<file path="src/rtl/cal_search_pkg.sv">
package cal_search_pkg;
  typedef enum logic [1:0] {
    CH_SRCH = 2'd0,
    CH_DONE = 2'd1,
    CH_FAIL = 2'd2,
    CH_SKIP = 2'd3
  } ch_st_e;

  typedef enum logic [1:0] {
    S_IDLE  = 2'd0,
    S_TRIAL = 2'd1,
    S_WAIT  = 2'd2,
    S_RES   = 2'd3
  } ctl_st_e;
endpackage

</file>
<file path="src/rtl/cal_chan.sv">
module cal_chan
  import cal_search_pkg::*;
#(
  parameter int DAC_W      = 12,
  parameter int ADC_W      = 16,
  parameter int LSB_SHIFT  = 8,
  parameter int MAX_STEPS  = 16,
  parameter int START_CODE = 2000
) (
  input  logic                    clk,
  input  logic                    rst_n,
  input  logic                    load,
  input  logic                    fault,
  input  logic                    upd,
  input  logic signed [ADC_W-1:0] sample,
  input  logic                    sat,
  output logic [DAC_W-1:0]        code,
  output ch_st_e                  st,
  output logic                    srch_nxt
);
  localparam int SW     = $clog2(MAX_STEPS + 1);
  localparam int COARSE = 1 << (ADC_W - LSB_SHIFT);
  localparam int XW     = DAC_W + 2;
  localparam logic signed [XW-1:0] STEP_S = XW'(COARSE);
  localparam logic signed [XW-1:0] MAX_S  = XW'((1 << DAC_W) - 1);

  logic [SW-1:0]          steps, steps_n;
  logic [DAC_W-1:0]       code_n, clamped;
  ch_st_e                 st_n;
  logic signed [XW-1:0]   code_s, delta, cand;

  always_comb begin
    code_s = $signed({2'b00, code});
    if (sat) delta = sample[ADC_W-1] ? -STEP_S : STEP_S;
    else     delta = XW'(sample >>> LSB_SHIFT);
    cand = code_s + delta;
    if (cand < 0)          clamped = '0;
    else if (cand > MAX_S) clamped = MAX_S[DAC_W-1:0];
    else                   clamped = cand[DAC_W-1:0];
  end

  always_comb begin
    code_n  = code;
    st_n    = st;
    steps_n = steps;
    if (load) begin
      steps_n = '0;
      if (fault) begin
        code_n = '0;
        st_n   = CH_SKIP;
      end else begin
        code_n = DAC_W'(START_CODE);
        st_n   = CH_SRCH;
      end
    end else if (upd && st == CH_SRCH) begin
      if (sat) begin
        if (steps == SW'(MAX_STEPS)) begin
          st_n = CH_FAIL;
        end else begin
          code_n  = clamped;
          steps_n = steps + 1'b1;
        end
      end else begin
        code_n = clamped;
        st_n   = CH_DONE;
      end
    end
  end

  assign srch_nxt = (st_n == CH_SRCH);

  always_ff @(posedge clk) begin
    if (!rst_n) begin
      code  <= '0;
      st    <= CH_SKIP;
      steps <= '0;
    end else begin
      code  <= code_n;
      st    <= st_n;
      steps <= steps_n;
    end
  end
endmodule

</file>
<file path="src/rtl/cal_ctrl.sv">
module cal_ctrl
  import cal_search_pkg::*;
(
  input  logic clk,
  input  logic rst_n,
  input  logic start,
  input  logic trial_ready,
  input  logic smp_valid,
  input  logic res_ready,
  input  logic any_srch_nxt,
  output logic load,
  output logic upd,
  output logic trial_valid,
  output logic smp_ready,
  output logic res_valid,
  output logic busy
);
  ctl_st_e state, state_n;

  assign load        = (state == S_IDLE) && start;
  assign upd         = (state == S_WAIT) && smp_valid;
  assign trial_valid = (state == S_TRIAL);
  assign smp_ready   = (state == S_WAIT);
  assign res_valid   = (state == S_RES);
  assign busy        = (state != S_IDLE);

  always_comb begin
    state_n = state;
    unique case (state)
      S_IDLE:  if (start) state_n = any_srch_nxt ? S_TRIAL : S_RES;
      S_TRIAL: if (trial_ready) state_n = S_WAIT;
      S_WAIT:  if (smp_valid) state_n = any_srch_nxt ? S_TRIAL : S_RES;
      S_RES:   if (res_ready) state_n = S_IDLE;
      default: state_n = S_IDLE;
    endcase
  end

  always_ff @(posedge clk) begin
    if (!rst_n) state <= S_IDLE;
    else        state <= state_n;
  end
endmodule

</file>
<file path="src/rtl/cal_search.sv">
module cal_search
  import cal_search_pkg::*;
#(
  parameter int NCH        = 8,
  parameter int DAC_W      = 12,
  parameter int ADC_W      = 16,
  parameter int LSB_SHIFT  = 8,
  parameter int MAX_STEPS  = 16,
  parameter int START_CODE = 2000
) (
  input  logic                   clk,
  input  logic                   rst_n,
  input  logic                   start,
  input  logic [NCH-1:0]         fault_mask,
  output logic                   busy,
  output logic                   trial_valid,
  input  logic                   trial_ready,
  input  logic                   smp_valid,
  output logic                   smp_ready,
  input  logic [NCH*ADC_W-1:0]   smp_data,
  input  logic [NCH-1:0]         smp_sat,
  output logic                   res_valid,
  input  logic                   res_ready,
  output logic [NCH*DAC_W-1:0]   cal_code,
  output logic [NCH-1:0]         res_fail
);
  logic           load, upd;
  logic [NCH-1:0] srch_nxt;
  ch_st_e         st [NCH];

  cal_ctrl u_ctrl (
    .clk          (clk),
    .rst_n        (rst_n),
    .start        (start),
    .trial_ready  (trial_ready),
    .smp_valid    (smp_valid),
    .res_ready    (res_ready),
    .any_srch_nxt (|srch_nxt),
    .load         (load),
    .upd          (upd),
    .trial_valid  (trial_valid),
    .smp_ready    (smp_ready),
    .res_valid    (res_valid),
    .busy         (busy)
  );

  for (genvar i = 0; i < NCH; i++) begin : g_ch
    cal_chan #(
      .DAC_W      (DAC_W),
      .ADC_W      (ADC_W),
      .LSB_SHIFT  (LSB_SHIFT),
      .MAX_STEPS  (MAX_STEPS),
      .START_CODE (START_CODE)
    ) u_ch (
      .clk      (clk),
      .rst_n    (rst_n),
      .load     (load),
      .fault    (fault_mask[i]),
      .upd      (upd),
      .sample   ($signed(smp_data[i*ADC_W +: ADC_W])),
      .sat      (smp_sat[i]),
      .code     (cal_code[i*DAC_W +: DAC_W]),
      .st       (st[i]),
      .srch_nxt (srch_nxt[i])
    );
    assign res_fail[i] = (st[i] == CH_FAIL);
  end
endmodule

</file>
<file path="config.mk">
export PLATFORM = sky130hd
export DESIGN_NAME = cal_search
export DESIGN_NICKNAME = d
export VERILOG_FILES = /design/src/rtl/cal_search_pkg.sv /design/src/rtl/cal_chan.sv /design/src/rtl/cal_ctrl.sv /design/src/rtl/cal_search.sv
export SDC_FILE = /design/constraint.sdc
export NUM_CORES = 1
export LEC_CHECK = 0
export ABC_AREA = 1
export BUFFER_PORTS_ARGS = -buffer_cell sky130_fd_sc_hd__buf_2
export CAP_MARGIN = 15
export CORE_ASPECT_RATIO = 0.8
export CORE_MARGIN = 1
export CORE_UTILIZATION = 35
export DETAILED_ROUTE_END_ITERATION = 7
export HOLD_SLACK_MARGIN = 0.05
export PLACE_DENSITY_LB_ADDON = 0.15
export SKIP_CTS_REPAIR_TIMING = 1
export SYNTH_ARGS = -nofsm -noshare
export SYNTH_HDL_FRONTEND = slang
export SYNTH_HIERARCHICAL = 1
export SYNTH_SLANG_ARGS = --single-unit
</file>
<file path="constraint.sdc">
create_clock -name clk -period 2.65 [get_ports clk]
set_clock_uncertainty 0.15 [all_clocks]
set_input_delay 0.53 -clock clk [delete_from_list [all_inputs] [get_ports clk]]
set_output_delay 0.53 -clock clk [all_outputs]
set_load 0.005 [all_outputs]
</file>
==> summary.md, run 1 <==
| Metric | Value |
|---|---|
| Setup_tns | `0 ns` |
| Inst Count DP | `between 2000 and 3000` |
| Tcrit/Tclk final | `0.900` |
| GRT Total Usage | `0.192` |
| Violation count after the first detailed-route iteration | `between 600 and 700` |
| Fraction of layout cells with a size suffix above 1 | `0.234` |
| Antenna-violating nets left | `0` |
| Clock-pin slew on the worst setup and hold paths | `0.06 ns` |
| Hold Path Cell Cnt | `2` |
| Slowest-stage cell, CP | `dfxtp_1` |
| Core box area | `38300 µm²` |
| Worst R2R Path Depth | `16` |
| HP Class | `reg2reg` |
| Via density | `between 4 and 5` |
| RSZ-0062 raised after global routing | `no` |
| Starting Density | `0.356` |
| Fmax | `between 0.4 and 0.5 GHz` |
| # DRC | `0` |
| Fin cells | `2986` |
| Worst EP arrival | `about 2.6 ns` |
| Drt first pass iters | `5` |
| Die X | `223 µm` |
| CTS tree | `done` |
| Clock buffer depth | `2` |
| CTS buffer count | `17` |
| Hold EP | `g_ch[6].u_ch/steps[4]` |
| Site Rows | `between 60 and 70` |
| Cell area after synthesis | `about 14000 µm²` |
| CP Max Fanout | `15` |
| Yosys cell types | `30` |
| CP Capture Type | `flop` |
| N_diodes | `0` |
| Fin. max-slew vios | `0` |
| RR Endpoint | `u_ctrl/state[1]` |
| Final GP Congestion | `approximately 0.88` |
| Crit Path Class | `reg2reg` |
| Final nets | `between 2000 and 3000` |
| Syn Nets | `about 2500` |
| Die ar. | `39700 µm²` |
| First-pass GRT wire length | `61400 µm` |
| Launch point of the worst path | `u_ctrl/state[0]` |
| Largest net degree at the start of global routing | `29` |
| WP data required | `2.83 ns` |
| Reg2Reg Setup Slack | `0.27 ns` |
| DR vias | `13700` |
| Num ports | `258` |
| Final Hold Vio Count | `0` |
| TritonCTS Sinks | `154` |
| DRT Wirelength | `about 38000 µm` |
| DP HPWL | `30800 µm` |
| Initial antenna violation count | `0` |
| Hold Slack | `0.318 ns` |
| Pwr per Cell Area | `759 nW/µm²` |
| Drt wl/cell | `12.7 µm` |
| Final core utilization | `0.436` |
| RR Startpoint | `u_ctrl/state[0]` |
| Peak VDD IR | `0.377 mV` |
| GR Overflow Total | `0` |
| Worst skew pair latency | `0.45 ns` |
| Status | `complete, no violations` |
| Cell mode on critical path | `nor2_1` |
| Clock root cell | `clkbuf_16` |
| Synth warnings | `6` |
| Yosys reg bits | `154` |
| H-Tree Depth | `4` |
| Max cap viols | `0` |
| Worst Tran Pin Value | `0.515 ns` |
| Critical path startpoint category | `flop` |
| Final period demand of the worst path | `2.38 ns` |
| # setup viols final | `0` |
| Die height | `178 µm` |
| Area delta synth->final | `22.3%` |
| Gate Count Post-Synth | `2174` |
| Pwr Total | `between 10 and 15 mW` |
| Crit-path cells | `inv_2 -> nand2_1 -> nor2_4 -> buf_12 -> inv_1 -> o21ai_1 -> o21ai_0 -> inv_1 -> nor2_1 -> inv_1 -> nand2_1 -> nor2_1 -> nand2_1 -> nor2_1 -> nor2_1 -> a21oi_1` |
| Hold path start | `g_ch[6].u_ch/steps[4]` |
| Slew headroom | `0.655` |
| Number of port buffers | `193` |
| Syn avg cell area | `around 6.3 µm²` |
| CP peak stage delay | `0.43 ns` |
| Vias in the first global route | `12800` |
| Pleak | `8.71 nW` |
| Register area share after synthesis | `0.226` |
-- cells in the mapped netlist --
| cell type | number | share of area |
|---|---|---|
| a211oi_1 | 8 | 0.0044 |
| a21oi_1 | 169 | 0.062 |
| a21oi_2 | 16 | 0.010 |
| and2_1 | 8 | 0.0037 |
| and2_4 | 8 | 0.0051 |
| buf_2 | 8 | 0.0029 |
| buf_6 | 9 | 0.0074 |
| clkinv_1 | 16 | 0.0044 |
| dfxtp_1 | 154 | 0.23 |
| fa_1 | 8 | 0.012 |
| ha_1 | 120 | 0.11 |
| inv_1 | 349 | 0.096 |
| inv_2 | 34 | 0.0094 |
| nand2_1 | 561 | 0.15 |
| nand2_2 | 138 | 0.063 |
| nand3_1 | 51 | 0.019 |
| nand3_2 | 10 | 0.0073 |
| nand4_1 | 40 | 0.018 |
| nor2_1 | 225 | 0.062 |
| nor2_2 | 8 | 0.0037 |
| nor2_4 | 17 | 0.014 |
| nor3_1 | 17 | 0.0062 |
| o21ai_0 | 88 | 0.032 |
| o21ai_1 | 16 | 0.0059 |
| o21ai_2 | 8 | 0.0051 |
| o21bai_1 | 8 | 0.0044 |
| o31a_1 | 8 | 0.0051 |
| or2_2 | 8 | 0.0037 |
| xnor2_1 | 56 | 0.036 |
| xor2_1 | 8 | 0.0051 |
-- stage by stage --
| step | cell area (µm²) | worst slack [ns] |
|---|---|---|
| after global placement | 16100 | -0.0587 |
| after global routing | 16700 | 0.0697 |
| after detailed placement | 16100 | -0.0646 |
| after floorplan | 13600 | 0.0807 |
| final | 16700 | 0.266 |
| after CTS | 16700 | 0.213 |
-- cell usage in the layout, fill, tap and decap left out, types with 18 or more instances in the layout --
cell type / instances
nand2_1: 561
inv_1: 349
nor2_1: 224
buf_2: 193
a21oi_1: 169
dfxtp_1: 154
nand2_2: 138
ha_1: 120
buf_4: 98
o21ai_0: 88
xnor2_1: 56
nand3_1: 51
nand4_1: 40
inv_2: 34
nor2_4: 18
-- worst max-delay path, delay by kind of cell (launching register included) --
family,cells,cell delay (ns)
AO/OA/AOI/OAI,3,0.41
buffers and inverters,5,0.49
flip-flops,1,0.43
AND/OR/NAND/NOR,8,0.78
-- area by class of cell --
| cell class | instances | area, µm² |
|---|---|---|
| Clock inverter | 11 | 145 |
| Sequential cell | 154 | 3080 |
| Tap cell | 495 | 619 |
| Timing Repair Buffer | 303 | 1940 |
| Clock buffer | 20 | 467 |
| Multi-Input combinational cell | 1604 | 8920 |
| Inverter | 399 | 1500 |
| Fill cell | 4086 | 21600 |
-- layer usage --
| layer | share of wire | vias up | GRT usage |
|---|---|---|---|
| met3 | 0.038 | 17 | 0.0385 |
| met1 | 0.51 | 6118 | 0.263 |
| li1 | - | 7392 | - |
| met4 | 0.0091 | 0 | 0.0379 |
| met2 | 0.45 | 198 | 0.310 |
| met5 | 0 | - | 0 |
-- worst max path at each step --
stage                                  endpoint  slack, ns  cells after the start
final                           u_ctrl/state[1]       0.27                     16
after global routing            u_ctrl/state[1]       0.07                     16
after CTS                       u_ctrl/state[1]       0.21                     16
after detailed placement  g_ch[5].u_ch/code[11]      -0.06                     15
after global placement     g_ch[5].u_ch/code[0]      -0.06                     15
after floorplan                 u_ctrl/state[1]       0.08                     14
-- report_power, final --
part           leakage, nW  switching, mW  internal (mW)
clock network        0.282           1.07           1.55
logic                 7.17           4.06           2.85
registers             1.25          0.385           2.74
total                 8.71           5.51           7.14
-- state kept, by name, summed over array words and instances, names as in the netlist --
signal	flops
g_ch.u_ch/code	96
g_ch.u_ch/st	16
g_ch.u_ch/steps	40
u_ctrl/state	2
-- cell families after synthesis --
logic type	Yosys count	share of synthesized area
AOI/OAI and AO/OA	321	0.130
xor gates and xnor gates	64	0.0411
buffers and inverters	416	0.120
DFF	154	0.226
adders and majority gates	128	0.122
and+or+nand+nor	1091	0.361
No activity file was read; power rests on OpenSTA's default activity.
==> inputs of run 2 (changes only) <==
--- a/config.mk
+++ b/config.mk
@@ -5,15 +5,15 @@
 export SDC_FILE = /design/constraint.sdc
 export NUM_CORES = 1
 export LEC_CHECK = 0
-export ABC_AREA = 1
-export BUFFER_PORTS_ARGS = -buffer_cell sky130_fd_sc_hd__buf_2
 export CAP_MARGIN = 15
 export CORE_ASPECT_RATIO = 0.8
 export CORE_MARGIN = 1
 export CORE_UTILIZATION = 35
 export DETAILED_ROUTE_END_ITERATION = 7
+export DONT_BUFFER_PORTS = 1
 export HOLD_SLACK_MARGIN = 0.05
 export PLACE_DENSITY_LB_ADDON = 0.15
+export RECOVER_POWER = 50
 export SKIP_CTS_REPAIR_TIMING = 1
 export SYNTH_ARGS = -nofsm -noshare
 export SYNTH_HDL_FRONTEND = slang
==> run 2 against run 1 <==
Compared with the run above:
- register-to-register slack got worse by 0.14 ns
- critical path depth down 6
- die area decreased by 5.5%
- fmax fell by 5.6%
- area after synthesis shrank 5.5%
- worst setup slack worse by 0.14 ns
- hold slack worse by 0.22 ns
- cell area is 4.2% lower
- cell count is 25% lower
==> summary.md, run 2 <==
| Metric | Value |
|---|---|
| Fin. max-slew vios | `0 (unchanged)` |
| Crit-path cells | `and2b_1 -> and2_4 -> buf_8 -> or3b_4 -> a21o_1 -> a21oi_2 -> a2bb2o_4 -> a211oi_2 -> buf_4 -> a311oi_1` |
| HP Class | `in2reg` |
| GR Util met3 | `0.0454 (+0.00689)` |
| Leading register cell type out of synthesis | `dfxtp_1` |
| Worst EP arrival | `2.70 ns (+0.13 ns)` |
| DP HPWL | `27600 µm (-10%)` |
| Core box area | `36100 µm² (-5.8%)` |
| GR Overflow Total | `0 (unchanged)` |
| Status | `complete, no violations` |
| Gate Count Post-Synth | `1548 (-29%)` |
| Synth top cells by count | `dfxtp_1 (154), nor2_1 (151), a21oi_1 (136), ha_1 (120), nand2_1 (102)` |
| Final Hold Vio Count | `0 (unchanged)` |
| Yosys cell types | `84 (+180%)` |
| Drt first pass iters | `5 (unchanged)` |
| Most common cell in the netlist | `dfxtp_1` |
| Clock-pin slew on the worst setup and hold paths | `0.06 ns (about the same)` |
| Slowest-stage cell, CP | `or3b_4` |
| Tcrit/Tclk final | `0.953 (+0.0531)` |
| CTS buffer count | `17 (unchanged)` |
| Most frequent cells in the layout | `buf_4 (198), dfxtp_1 (150), nor2_1 (135)` |
| Die X | `216 µm (-2.8%)` |
| Syn Nets | `1826 (-26%)` |
| Reg with most FFs | `g_ch.u_ch/code` |
| Critical path startpoint category | `flop` |
| Site Rows | `62 (-3.1%)` |
| Crit Path Class | `reg2reg` |
| Drt wl/cell | `16.1 µm (+26%)` |
| Worst Tran Pin Value | `0.775 ns (+0.260 ns)` |
| Inst Count DP | `2203 (-25%)` |
| Final GP Congestion | `0.872 (-0.60%)` |
| Largest registers | `g_ch.u_ch/code x96, g_ch.u_ch/steps x40, g_ch.u_ch/st x16` |
| GRT met1 Usage | `0.262 (-0.000882)` |
| Share of the synthesized area in the top cell type | `0.240 (+0.0133)` |
| Cell taking the most area after synthesis | `dfxtp_1` |
| Pleak | `6.90 nW (-21%)` |
| Starting Density | `0.357 (+0.000808)` |
| CP Capture Type | `flop` |
| Slew headroom | `0.482 (-0.173)` |
| Most common cell after layout, fill and taps aside | `buf_4` |
| Synth top area cells | `dfxtp_1 (24%), ha_1 (12%), a21oi_1 (5.3%)` |
| EDFF count, synth | `0 (unchanged)` |
| Fmax | `0.396 GHz (-5.6%)` |
| Register area share after synthesis | `0.240 (+0.0133)` |
| Filler instances | `3623 (-11%)` |
| Antenna-violating nets left | `0 (unchanged)` |
| Syn avg cell area | `8.31 µm² (+33%)` |
| Setup_tns | `0 ns (unchanged)` |
| Final period demand of the worst path | `2.52 ns (+0.141 ns)` |
| Final nets | `2024 (-27%)` |
| Largest net degree at the start of global routing | `58 (+100%)` |
| Initial antenna violation count | `0 (unchanged)` |
| Pwr per Cell Area | `518 nW/µm² (-32%)` |
| # setup viols final | `0 (unchanged)` |
| Clock buffer depth | `2 (unchanged)` |
| Synth warnings | `6 (unchanged)` |
| Vias in the first global route | `11700 (-7.9%)` |
| H-Tree Depth | `4 (unchanged)` |
| CP peak stage delay | `0.40 ns (-0.03 ns)` |
| TritonCTS Sinks | `154 (unchanged)` |
| Cell area after synthesis | `12900 µm² (-5.5%)` |
| Worst skew pair latency | `0.44 ns (about the same)` |
| Peak VDD IR | `0.680 mV (+80%)` |
| Area delta synth->final | `24.1%` |
| Clock root cell | `clkbuf_16` |
| Fraction of registers with async set or reset after synthesis | `0 (unchanged)` |
| DR vias | `12000 (-13%)` |
| RSZ-0062 raised after global routing | `yes` |
| Die ar. | `37500 µm² (-5.5%)` |
| Max reg flops | `96 (unchanged)` |
| Die height | `174 µm (-2.8%)` |
| First-pass GRT wire length | `59400 µm (-3.2%)` |
| Fin cells | `2237 (-25%)` |
| GRT Total Usage | `0.194 (+0.00196)` |
| DRT Wirelength | `36000 µm (-5.3%)` |
| Via density | `5.35 (+16%)` |
| Yosys reg bits | `154 (unchanged)` |
| # DRC | `0 (unchanged)` |
| Max cap viols | `0 (unchanged)` |
| Violation count after the first detailed-route iteration | `554 (-16%)` |
| CP Max Fanout | `7 (-8)` |
| Fraction of layout cells with a size suffix above 1 | `0.250 (+0.0158)` |
| Number of port buffers | `0 (-100%)` |
| GR peak layer | `met2` |
| GR Util met2 | `0.308 (-0.00207)` |
| WP data required | `2.82 ns (about the same)` |
| N_diodes | `0 (unchanged)` |
| CTS tree | `done` |
| Num ports | `258 (unchanged)` |
-- run 2: layer usage --
layer	part of all wire	vias to the layer above
met5	0	-
li1	-	6084
met1	0.49	5666
met3	0.050	25
met2	0.45	200
met4	0.010	0
-- run 2: area by class of cell --
type / count / area (µm²) / share of cell area
Multi-Input combinational cell: 1275 / 9810 / 0.614
Sequential cell: 154 / 3090 / 0.193
Clock inverter: 8 / 71.3 / 0.00446
Inverter: 86 / 323 / 0.0202
Clock buffer: 22 / 474 / 0.0297
Tap cell: 480 / 601 / 0.0376
Timing Repair Buffer: 212 / 1610 / 0.100
-- run 2: final timing paths --
path / startpoint / endpoint / slack, ns / cells past startpoint
max: u_ctrl/state[0] / g_ch[5].u_ch/code[8] / 0.13 / 10
min: rst_n / g_ch[0].u_ch/code[3] / 0.10 / 1
max reg2reg: u_ctrl/state[0] / g_ch[5].u_ch/code[8] / 0.13 / 10
min reg2reg: g_ch[7].u_ch/steps[4] / g_ch[7].u_ch/steps[4] / 0.36 / 2
-- run 2: worst max-delay path, delay by kind of cell (launching register included) --
kind,cells,cell delay (ns)
buffers and inverters,2,0.31
DFF,1,0.32
and+or+nand+nor,3,0.81
AOI/OAI and AO/OA,5,0.81
-- run 2: kinds of logic after synthesis --
logic type               count (synthesis)  synth area share
flip-flops                             154             0.240
AO/OA/AOI/OAI                          462             0.265
multiplexers                            22            0.0183
AND/OR/NAND/NOR                        557             0.236
adder cells (fa/ha/maj)                128             0.129
buffers and inverters                  119            0.0401
XOR/XNOR                               106            0.0721
-- run 2: power breakdown --
part	switching (mW)	internal, mW	total [mW]
sequential	0.212	2.51	2.72
clock	1.03	1.35	2.38
combinational	1.66	1.52	3.18
-- run 2: through the flow --
stage | hold WS (ns) | util | cell area, µm² | power, mW | setup slack [ns]
global placement | 0.337 | 0.422 | 15200 | 5.83 | -0.220
finish | 0.102 | 0.443 | 16000 | 8.28 | 0.125
detailed placement | 0.345 | 0.422 | 15200 | 5.87 | -0.223
floorplan | 0.322 | - | 13300 | 4.87 | -0.108
CTS | -0.0229 | 0.437 | 15800 | 8.34 | -0.122
global route | 0.0690 | 0.443 | 16000 | 8.88 | -0.0155
==> inputs of run 3 (changes only) <==
--- a/config.mk
+++ b/config.mk
@@ -5,7 +5,10 @@
 export SDC_FILE = /design/constraint.sdc
 export NUM_CORES = 1
 export LEC_CHECK = 0
+export ABC_AREA = 1
 export CAP_MARGIN = 15
+export CELL_PAD_IN_SITES_DETAIL_PLACEMENT = 1
+export CELL_PAD_IN_SITES_GLOBAL_PLACEMENT = 1
 export CORE_ASPECT_RATIO = 0.8
 export CORE_MARGIN = 1
 export CORE_UTILIZATION = 35
==> run 3 against run 2 <==
Compared with the run above:
- sequential power rose by 19%
- sequential share of layout area is 1.2 points higher
- global-route usage increased by 1.9 points
- die area increased by 5.8%
- critical endpoint is now u_ctrl/state[1]
- first-iteration DRC count down 30%
- critical path depth up 6
- largest cell class unchanged
- flip-flop and latch count is the same
- fmax rose by 3.3%
- critical path type unchanged
==> summary.md, run 3 (synthesis gave the netlist of run 1 again) <==
| Metric | Value |
|---|---|
| Clock-pin slew on the worst setup and hold paths | `0.06 ns (about the same)` |
| Final nets | `2494 (+23%)` |
| Fraction of layout cells with a size suffix above 1 | `0.140 (-0.110)` |
| Number of port buffers | `0 (unchanged)` |
| Drt wl/cell | `15.4 µm (-4.4%)` |
| Post-Layout Inst Area | `15100 µm² (-5.7%)` |
| Status | `complete, no violations` |
| RSZ-0062 raised after global routing | `no` |
| Clock buffer depth | `2 (unchanged)` |
| Final GP Congestion | `0.822 (-5.8%)` |
| DR vias | `13200 (+10%)` |
| Max reg flops | `96 (unchanged)` |
| Initial antenna violation count | `0 (unchanged)` |
| CP Max Fanout | `6 (-1)` |
| CP Capture Type | `flop` |
| Sw Pwr | `5.52 mW (+90%)` |
| Worst Tran Pin Value | `0.778 ns (+0.00340 ns)` |
| DRT Wirelength | `41900 µm (+16%)` |
| Pint | `6.46 mW (+20%)` |
| Most frequent cells in the layout | `nand2_1 (561), inv_1 (349), nor2_1 (224)` |
| Fmax | `0.409 GHz (+3.3%)` |
| N_diodes | `0 (unchanged)` |
| Die height | `178 µm (+2.9%)` |
| Hold Slack | `0.0740 ns (-0.0283 ns)` |
| Largest registers | `g_ch.u_ch/code x96, g_ch.u_ch/steps x40, g_ch.u_ch/st x16` |
| Violation count after the first detailed-route iteration | `389 (-30%)` |
| Drt first pass iters | `4 (-1)` |
| Peak VDD IR | `0.413 mV (-39%)` |
| DP HPWL | `33700 µm (+22%)` |
| Final core utilization | `0.394 (-0.0493)` |
| Setup_tns | `0 ns (unchanged)` |
| Seq pwr share | `0.270 (-0.058)` |
| Cell mode on critical path | `nor2_1` |
| Final period demand of the worst path | `2.44 ns (-0.0800 ns)` |
| Reg with most FFs | `g_ch.u_ch/code` |
| Most common cell after layout, fill and taps aside | `nand2_1` |
| Vias in the first global route | `13400 (+14%)` |
| Largest net degree at the start of global routing | `59 (+1.7%)` |
| Core box area | `38300 µm² (+6.1%)` |
| Worst skew pair latency | `0.46 ns (+0.02 ns)` |
| Max cap viols | `0 (unchanged)` |
| Area post-placement | `14500 µm² (-4.6%)` |
| Area delta synth->final | `10.6%` |
| CTS tree | `done` |
| GRT Total Usage | `0.212 (+0.0185)` |
| Via density | `4.83 (-9.7%)` |
| # setup viols final | `0 (unchanged)` |
| Worst EP arrival | `2.63 ns (-0.07 ns)` |
| Switching fraction of total power | `0.461 (+0.110)` |
| Fin. max-slew vios | `0 (unchanged)` |
| # DRC | `0 (unchanged)` |
| Crit Path Class | `reg2reg` |
| Crit-path cells | `inv_2 -> nand2_1 -> nor2_4 -> buf_4 -> inv_1 -> o21ai_1 -> o21ai_0 -> inv_1 -> nor2_1 -> inv_1 -> nand2_1 -> nor2_1 -> nand2_1 -> nor2_1 -> nor2_1 -> a21oi_1` |
| Pwr Total | `12.0 mW (+45%)` |
| Pleak | `7.41 nW (+7.4%)` |
| GR Overflow Total | `0 (unchanged)` |
| CTS buffer count | `17 (unchanged)` |
| CP peak stage delay | `0.41 ns (about the same)` |
| Die ar. | `39700 µm² (+5.8%)` |
| Slew headroom | `0.479 (-0.00227)` |
| Clock Power Share | `0.205 (-0.083)` |
| WP data required | `2.84 ns (+0.02 ns)` |
| Final Hold Vio Count | `0 (unchanged)` |
| H-Tree Depth | `4 (unchanged)` |
| Antenna-violating nets left | `0 (unchanged)` |
| Site Rows | `64 (+3.2%)` |
| First-pass GRT wire length | `67900 µm (+14%)` |
| Slowest-stage cell, CP | `dfxtp_2` |
| Combinational power share | `0.525 (+0.141)` |
| Clock root cell | `clkbuf_16` |
| TritonCTS Sinks | `154 (unchanged)` |
| Tcrit/Tclk final | `0.923 (-0.0302)` |
| HP Class | `in2reg` |
| Critical path startpoint category | `flop` |
| Num ports | `258 (unchanged)` |
| Pwr per Cell Area | `795 nW/µm² (+53%)` |
| Starting Density | `0.356 (-0.000808)` |
| Die X | `223 µm (+2.9%)` |
| Filler instances | `5097 (+41%)` |
[run 3: changes by cell type in the layout (fill, tap and decap cells not counted), moves of 27 or more]
| cell | before | now |
|---|---|---|
| buf_4 | 198 | 24 |
| a21oi_1 | 127 | 169 |
| a21o_1 | 36 | 0 |
| o211ai_1 | 34 | 0 |
| nor2b_1 | 78 | 0 |
| nand2_1 | 95 | 561 |
| inv_1 | 81 | 349 |
| nand2_2 | 7 | 138 |
| xor2_1 | 59 | 8 |
| nand3_1 | 24 | 51 |
| a22oi_1 | 29 | 0 |
| o21ai_0 | 35 | 88 |
| inv_2 | 5 | 34 |
| nor2_1 | 135 | 224 |
[run 3: stage by stage]
stage | cells | setup slack [ns]
2_1_floorplan | 2174 | 0.0807
3_3_place_gp | 2691 | 0.0534
3_5_place_dp | 2691 | 0.0149
4_1_cts | 2723 | 0.0784
5_1_grt | 2724 | 0.0150
6_report | 2724 | 0.205
[run 3: area by class of cell]
type / count / area [µm²] / share of cell area
inverters: 399 / 1500 / 0.0994
flip-flops and latches: 154 / 3090 / 0.205
clock inverters: 7 / 65.1 / 0.00432
repair buffers: 40 / 377 / 0.0250
multi-input cells: 1604 / 8930 / 0.593
well taps: 495 / 619 / 0.0411
clock buffers: 25 / 495 / 0.0329
[run 3: power by group through the flow]
stage / Sequential [mW] / Combinational [mW] / Clock [mW]
6_report: 3.24 / 6.29 / 2.45
5_1_grt: 3.31 / 7.13 / 2.64
3_5_place_dp: 3.30 / 6.30 / 0
3_3_place_gp: 3.29 / 6.17 / 0
2_1_floorplan: 3.10 / 4.75 / 0
4_1_cts: 3.25 / 6.35 / 2.56
[run 3: critical path, delay by kind of cell, from the launching register on]
kind            cells  cell delay, ns
compound gates      3            0.44
simple gates        8            0.84
flops               1            0.41
buf+inv             5            0.51
[run 3: final timing paths]
path | from | end | slack (ns) | cells after the start
max | u_ctrl/state[0] | u_ctrl/state[1] | 0.21 | 16
min | rst_n | g_ch[0].u_ch/code[9] | 0.07 | 2
max reg2reg | u_ctrl/state[0] | u_ctrl/state[1] | 0.21 | 16
min reg2reg | g_ch[2].u_ch/steps[4] | g_ch[2].u_ch/steps[4] | 0.32 | 2
[run 3: metal layers]
layer / vias up / track usage / wire length [µm]
met4: 0 / 0.0532 / 481
met3: 29 / 0.0484 / 1730
li1: 6858 / - / -
met1: 6119 / 0.282 / 20800
met2: 161 / 0.345 / 18800
met5: - / 0 / 0
